===== config.mk =====
export PLATFORM = sky130hd
export DESIGN_NAME = rom_dual_width_port
export DESIGN_NICKNAME = d
export VERILOG_FILES = /design/src/rtl/rom_port_pkg.sv /design/src/rtl/rom_store.sv /design/src/rtl/oe_qualify.sv /design/src/rtl/lane_steer.sv /design/src/rtl/rom_dual_width_port.sv
export SDC_FILE = /design/constraint.sdc
export NUM_CORES = 2
export LEC_CHECK = 0
export BUFFER_PORTS_ARGS = -buffer_cell sky130_fd_sc_hd__buf_2
export CELL_PAD_IN_SITES_DETAIL_PLACEMENT = 1
export CELL_PAD_IN_SITES_GLOBAL_PLACEMENT = 1
export CORE_MARGIN = 8
export CORE_UTILIZATION = 30
export DETAILED_ROUTE_END_ITERATION = 12
export PLACE_DENSITY = 0.45
export SLEW_MARGIN = 20
export SYNTH_ARGS = -nofsm -noshare
export SYNTH_HDL_FRONTEND = slang
export SYNTH_SLANG_ARGS = --single-unit

===== constraint.sdc =====
create_clock -name clk -period 2.5 [get_ports clk]
set_input_delay 0.375 -clock clk [delete_from_list [all_inputs] [get_ports clk]]
set_output_delay 0.375 -clock clk [all_outputs]
set_load 0.05 [all_outputs]

===== src/rtl/rom_port_pkg.sv =====
package rom_port_pkg;
  localparam int unsigned WORD_W = 16;
  localparam int unsigned BYTE_W = 8;

  typedef enum logic [1:0] {
    OE_ACT_HIGH = 2'd0,
    OE_ACT_LOW  = 2'd1,
    OE_IGNORED  = 2'd2
  } oe_pol_e;

  localparam logic [WORD_W-1:0] LANES_WORD = {WORD_W{1'b1}};
  localparam logic [WORD_W-1:0] LANES_BYTE = {{(WORD_W-BYTE_W){1'b0}}, {BYTE_W{1'b1}}};
  localparam logic [WORD_W-1:0] LANES_NONE = '0;
endpackage


===== src/rtl/rom_store.sv =====
module rom_store #(
  parameter int unsigned ADDR_W = 8
) (
  input  logic                              clk,
  input  logic                              wr_en,
  input  logic [ADDR_W-1:0]                 wr_addr,
  input  logic [rom_port_pkg::WORD_W-1:0]   wr_data,
  input  logic [ADDR_W-1:0]                 rd_addr,
  output logic [rom_port_pkg::WORD_W-1:0]   rd_data
);
  localparam int unsigned DEPTH = 1 << ADDR_W;

  logic [rom_port_pkg::WORD_W-1:0] cells [DEPTH];

  always_ff @(posedge clk) begin
    if (wr_en) begin
      cells[wr_addr] <= wr_data;
    end
  end

  assign rd_data = cells[rd_addr];
endmodule


===== src/rtl/oe_qualify.sv =====
module oe_qualify #(
  parameter rom_port_pkg::oe_pol_e OE_POL = rom_port_pkg::OE_ACT_LOW
) (
  input  logic ce_n,
  input  logic oe,
  output logic drive_en
);
  logic oe_ok;

  generate
    if (OE_POL == rom_port_pkg::OE_ACT_HIGH) begin : g_hi
      assign oe_ok = oe;
    end else if (OE_POL == rom_port_pkg::OE_ACT_LOW) begin : g_lo
      assign oe_ok = ~oe;
    end else begin : g_ign
      logic unused_oe;
      assign unused_oe = oe;
      assign oe_ok = 1'b1;
    end
  endgenerate

  assign drive_en = ~ce_n & oe_ok;
endmodule


===== src/rtl/lane_steer.sv =====
module lane_steer (
  input  logic                              drive_en,
  input  logic                              word_mode,
  input  logic                              byte_sel,
  input  logic [rom_port_pkg::WORD_W-1:0]   word_in,
  output logic [rom_port_pkg::WORD_W-1:0]   data_nxt,
  output logic [rom_port_pkg::WORD_W-1:0]   lanes_nxt
);
  import rom_port_pkg::*;

  logic [BYTE_W-1:0] picked;

  always_comb begin
    picked = byte_sel ? word_in[WORD_W-1:BYTE_W] : word_in[BYTE_W-1:0];
    if (!drive_en) begin
      lanes_nxt = LANES_NONE;
      data_nxt  = '0;
    end else if (word_mode) begin
      lanes_nxt = LANES_WORD;
      data_nxt  = word_in;
    end else begin
      lanes_nxt = LANES_BYTE;
      data_nxt  = {{(WORD_W-BYTE_W){1'b0}}, picked};
    end
  end
endmodule


===== src/rtl/rom_dual_width_port.sv =====
module rom_dual_width_port #(
  parameter int unsigned           ADDR_W = 8,
  parameter rom_port_pkg::oe_pol_e OE_POL = rom_port_pkg::OE_ACT_LOW
) (
  input  logic              clk,
  input  logic              rst_n,
  input  logic              word_mode_i,
  input  logic [ADDR_W-1:0] addr_i,
  input  logic              byte_lsb_i,
  input  logic              ce_n_i,
  input  logic              oe_i,
  input  logic              ld_en_i,
  input  logic [ADDR_W-1:0] ld_addr_i,
  input  logic [15:0]       ld_data_i,
  output logic [15:0]       data_o,
  output logic [15:0]       data_oe_o
);
  import rom_port_pkg::*;

  logic              drive_en;
  logic [WORD_W-1:0] word_rd;
  logic [WORD_W-1:0] data_nxt;
  logic [WORD_W-1:0] lanes_nxt;
  logic [WORD_W-1:0] data_q;
  logic [WORD_W-1:0] lanes_q;
  logic              upd_en;

  rom_store #(.ADDR_W(ADDR_W)) u_store (
    .clk     (clk),
    .wr_en   (ld_en_i),
    .wr_addr (ld_addr_i),
    .wr_data (ld_data_i),
    .rd_addr (addr_i),
    .rd_data (word_rd)
  );

  oe_qualify #(.OE_POL(OE_POL)) u_qual (
    .ce_n     (ce_n_i),
    .oe       (oe_i),
    .drive_en (drive_en)
  );

  lane_steer u_steer (
    .drive_en  (drive_en),
    .word_mode (word_mode_i),
    .byte_sel  (byte_lsb_i),
    .word_in   (word_rd),
    .data_nxt  (data_nxt),
    .lanes_nxt (lanes_nxt)
  );

  // output stage samples every cycle
  assign upd_en = 1'b1;

  always_ff @(posedge clk or negedge rst_n) begin
    if (!rst_n) begin
      data_q  <= '0;
      lanes_q <= '0;
    end else if (upd_en) begin
      data_q  <= data_nxt;
      lanes_q <= lanes_nxt;
    end
  end

  assign data_o    = data_q;
  assign data_oe_o = lanes_q;
endmodule


==> reports/metrics.cfg <==
[logic_synthesis]
synth_edf_count = 4096
synth_top_family_by_area = multiplexers
yosysTopAreaCell = edfxtp_1
ys_ff_latch = 4114
synthArstFlopShare_pct = 0.438
synth_compound_area_share_pct = 3.08
synth_fp_nets = 7383
synth_top_area_share_pct = 77.0
synthAdderAreaFrac_pct = 0
netlist_area_mm2 = 0.160
synthSimpleGateAreaFrac_pct = 2.38
seq_area_frac_synth_pct = 77.3
synthTopCellsByArea = edfxtp_1 77%, mux4_2 11%, mux2i_1 1.9%, mux4_1 1.8%, nor2_1 0.77%
ys_types = 90
synth_mux_area_share_pct = 15.2
synth-main-ff-cell = edfxtp_1
synthCells = 7344
yosysWarnings = 0
avgSynthCellArea_um2 = 21.8
synth_xor_area_share_pct = 0

[run_status]
violations = setup timing
status = finished with violations

[setup_path]
crit_chain = mux4_2, a22oi_2, buf_4, nand3_4, a41o_1, a41oi_2, buf_4, a221o_2, buf_6, o2bb2ai_2
start_kind = register
critPathLaunch = u_store.cells[219][9]
reg2reg_slack_ps = -290
crit_path_max_incr_delay_ps = 520
arrival_ps = 3680
rr_worst_depth = 10
worstPathRequired_ps = 3390
worst_path_max_delay_cell = mux4_2
end_kind = register
cp.depth = 10
crit_path_end = data_o[1]
path_buf_inv = 3
path_class = reg2reg
r2r_end = data_o[1]
r2r-start = u_store.cells[219][9]
cpMostUsedCell = buf_4
cpLargestDelayFamily = compound AO/OA/AOI/OAI gates
crit_path_max_fanout = 2

[floorplanning]
die_w_um = 746
design.core.area_mm2 = 0.531
die_h_um = 746
fp-row-count = 268
initial_core_util_pct = 30.1
die-area_mm2 = 0.556
io_pins = 71

[timing]
setup_viol = 11
max_slew_margin_pct = 18.7
final.setup.worst_slack_ps = -286
hold_viol_final = 0
max_freq_ghz = 0.359
grt_setup_unrepaired = true
finalCriticalPeriod_ps = 2790
fin_tns_setup_ps = -820
period_share_pct = 111
finClkSkew_ps = 71.8
drv_slew = 0
worst_pin_slew_ps = 1210

[route]
wire_per_inst_um = 36.6
drt_pre_antenna_iters = 6
ant_nets = 0
vias = 85400
routed_wl_mm = 599
drt_iter0_markers = 9170
drc = 0
avgViaCountPerCell = 5.22

[clocking]
cts.path.max_buffers = 4
cts_root_buf = clkbuf_16
clock_sinks = 4114
clk_latency_ps = 1040
cts_buffers = 455
h-tree-depth = 5
path_clk_slew_ps = 60
cts_tree = done

[power_and_ir_drop]
vdd_drop_max_v = 0.000653
p_comb_share_pct = 6.8
leakagePower_uw = 0.0646
netSwitchingFraction_pct = 22.9
power_switching_uw = 35100
p_per_area_mw_per_mm2 = 769
power.total_uw = 153000
seqPwrFrac_pct = 49.6
intPower_uw = 118000
p_clk_share_pct = 43.6

[placement]
placed_area_mm2 = 0.184
gp_congestion = 0.848
detailed_place_hpwl_mm = 404
port_buffers = 70

[layout]
fin_util_pct = 37.5
drive_gt1_share_pct = 36.7
design_area_mm2 = 0.199
layout.nets = 8986
layout-area-overhead-vs-synth_pct = 24.8

[global_route]
grt_util_met3_pct = 2.87
antenna_found_initial = 57
grt_pass1_vias = 88400
grt_max_degree = 86
busiest_layer = met2
use_met2_pct = 34.1
grtUsageMet1_pct = 29.2
overflow = 0
grt_pass1_wl_mm = 802
grt_use_total_pct = 20.8

[job]
drv_cap = 0

[min_path]
holdPathStages = 3
hold_start = ld_addr_i[1]
worstHoldPathType = in2reg

metal layers:
layer,up-vias,wire length [um]
met3,653,34300
met1,47500,262000
met4,8,18100
met2,2726,284000
met5,-,55
li1,34400,-
sequential cells by signal, indices dropped and copies added, names as in the netlist:
name           cells
data_oe_o          2
data_o            16
u_store.cells   4096
layout by cell type (no fill, tap or decap), types with 89 or more instances in the layout:
master	synthesis	layout
mux4_1	112	104
clkinv_1	1	101
nor2_1	329	96
buf_12	21	484
o22ai_1	116	112
clkinv_2	0	89
mux2i_1	306	302
mux4_2	797	805
nor2_2	1	230
nand2_1	233	226
a21oi_1	101	97
edfxtp_1	4096	4096
clkbuf_1	127	97
buf_4	62	1003
a22oi_1	119	106
clkbuf_16	0	459
cell families (layout without fill, tap and decap cells):
family	count (synthesis)	after routing
flip-flops	4114	4114
multiplexers	1243	1243
AND/OR/NAND/NOR	847	847
AO/OA/AOI/OAI	688	688
buffers and inverters	452	2428
other	0	15
how the worst min path moves through the flow:
stage | slack (ps) | endpoint
final | 170 | u_store.cells[147][13]
after global routing | 140 | u_store.cells[147][13]
after CTS | 80 | u_store.cells[147][13]
after detailed placement | 430 | data_oe_o[7]
after global placement | 410 | data_oe_o[7]
after floorplan | 80 | data_o[0]
cell usage after synthesis (all sizes together) (21+ instances only):
cell / number
a31oi: 22
a21oi: 101
nor2b: 28
mux4: 909
nand4: 28
mux2: 28
nand3: 74
a221oi: 33
buf: 296
nand2: 233
o221ai: 71
a211oi: 21
nand2b: 24
a22oi: 119
mux2i: 306
nor3: 54
nor2: 330
o21ai: 70
edfxtp: 4096
o22ai: 116
clkbuf: 146
tightest hold or removal path, stage by stage:
cell and delay (ps):
buf_2 190, nand3_1 280, nor2_2 130
layout make-up:
type | count | area (um2)
fillers | 50800 | 332000
flip-flops and latches | 4114 | 123000
multi-input cells | 2778 | 34300
repair buffers | 1588 | 18100
clock buffers | 557 | 11900
well taps | 7020 | 8780
clock inverters | 273 | 2840
inverters | 10 | 51.3
diodes | 15 | 37.5
timing repair:
action	CTS	global route
endpoints found under the setup margin	30	16
endpoints found under the hold margin	866	0
buffers inserted	0	9
pin swaps	26	22
cloned	0	1
hold buffers	25	0
gates resized for setup	98	53
through the flow:
step	hold slack (ps)	cells	setup slack [ps]
final	171	16400	-286
after global routing	138	16300	-263
after CTS	81.9	16300	-273
after detailed placement	427	15500	-1750
after global placement	413	15500	-1790
after floorplan	79.4	7344	-39.7
power by group through the flow:
stage	clock (uW)	combinational [uW]	sequential [uW]
floorplan	0	3830	77600
global placement	0	10100	77500
detailed placement	0	10300	77500
CTS	68300	10400	76100
global route	70500	10700	76100
finish	66900	10400	76100
Power figures use the tool's default switching activity.
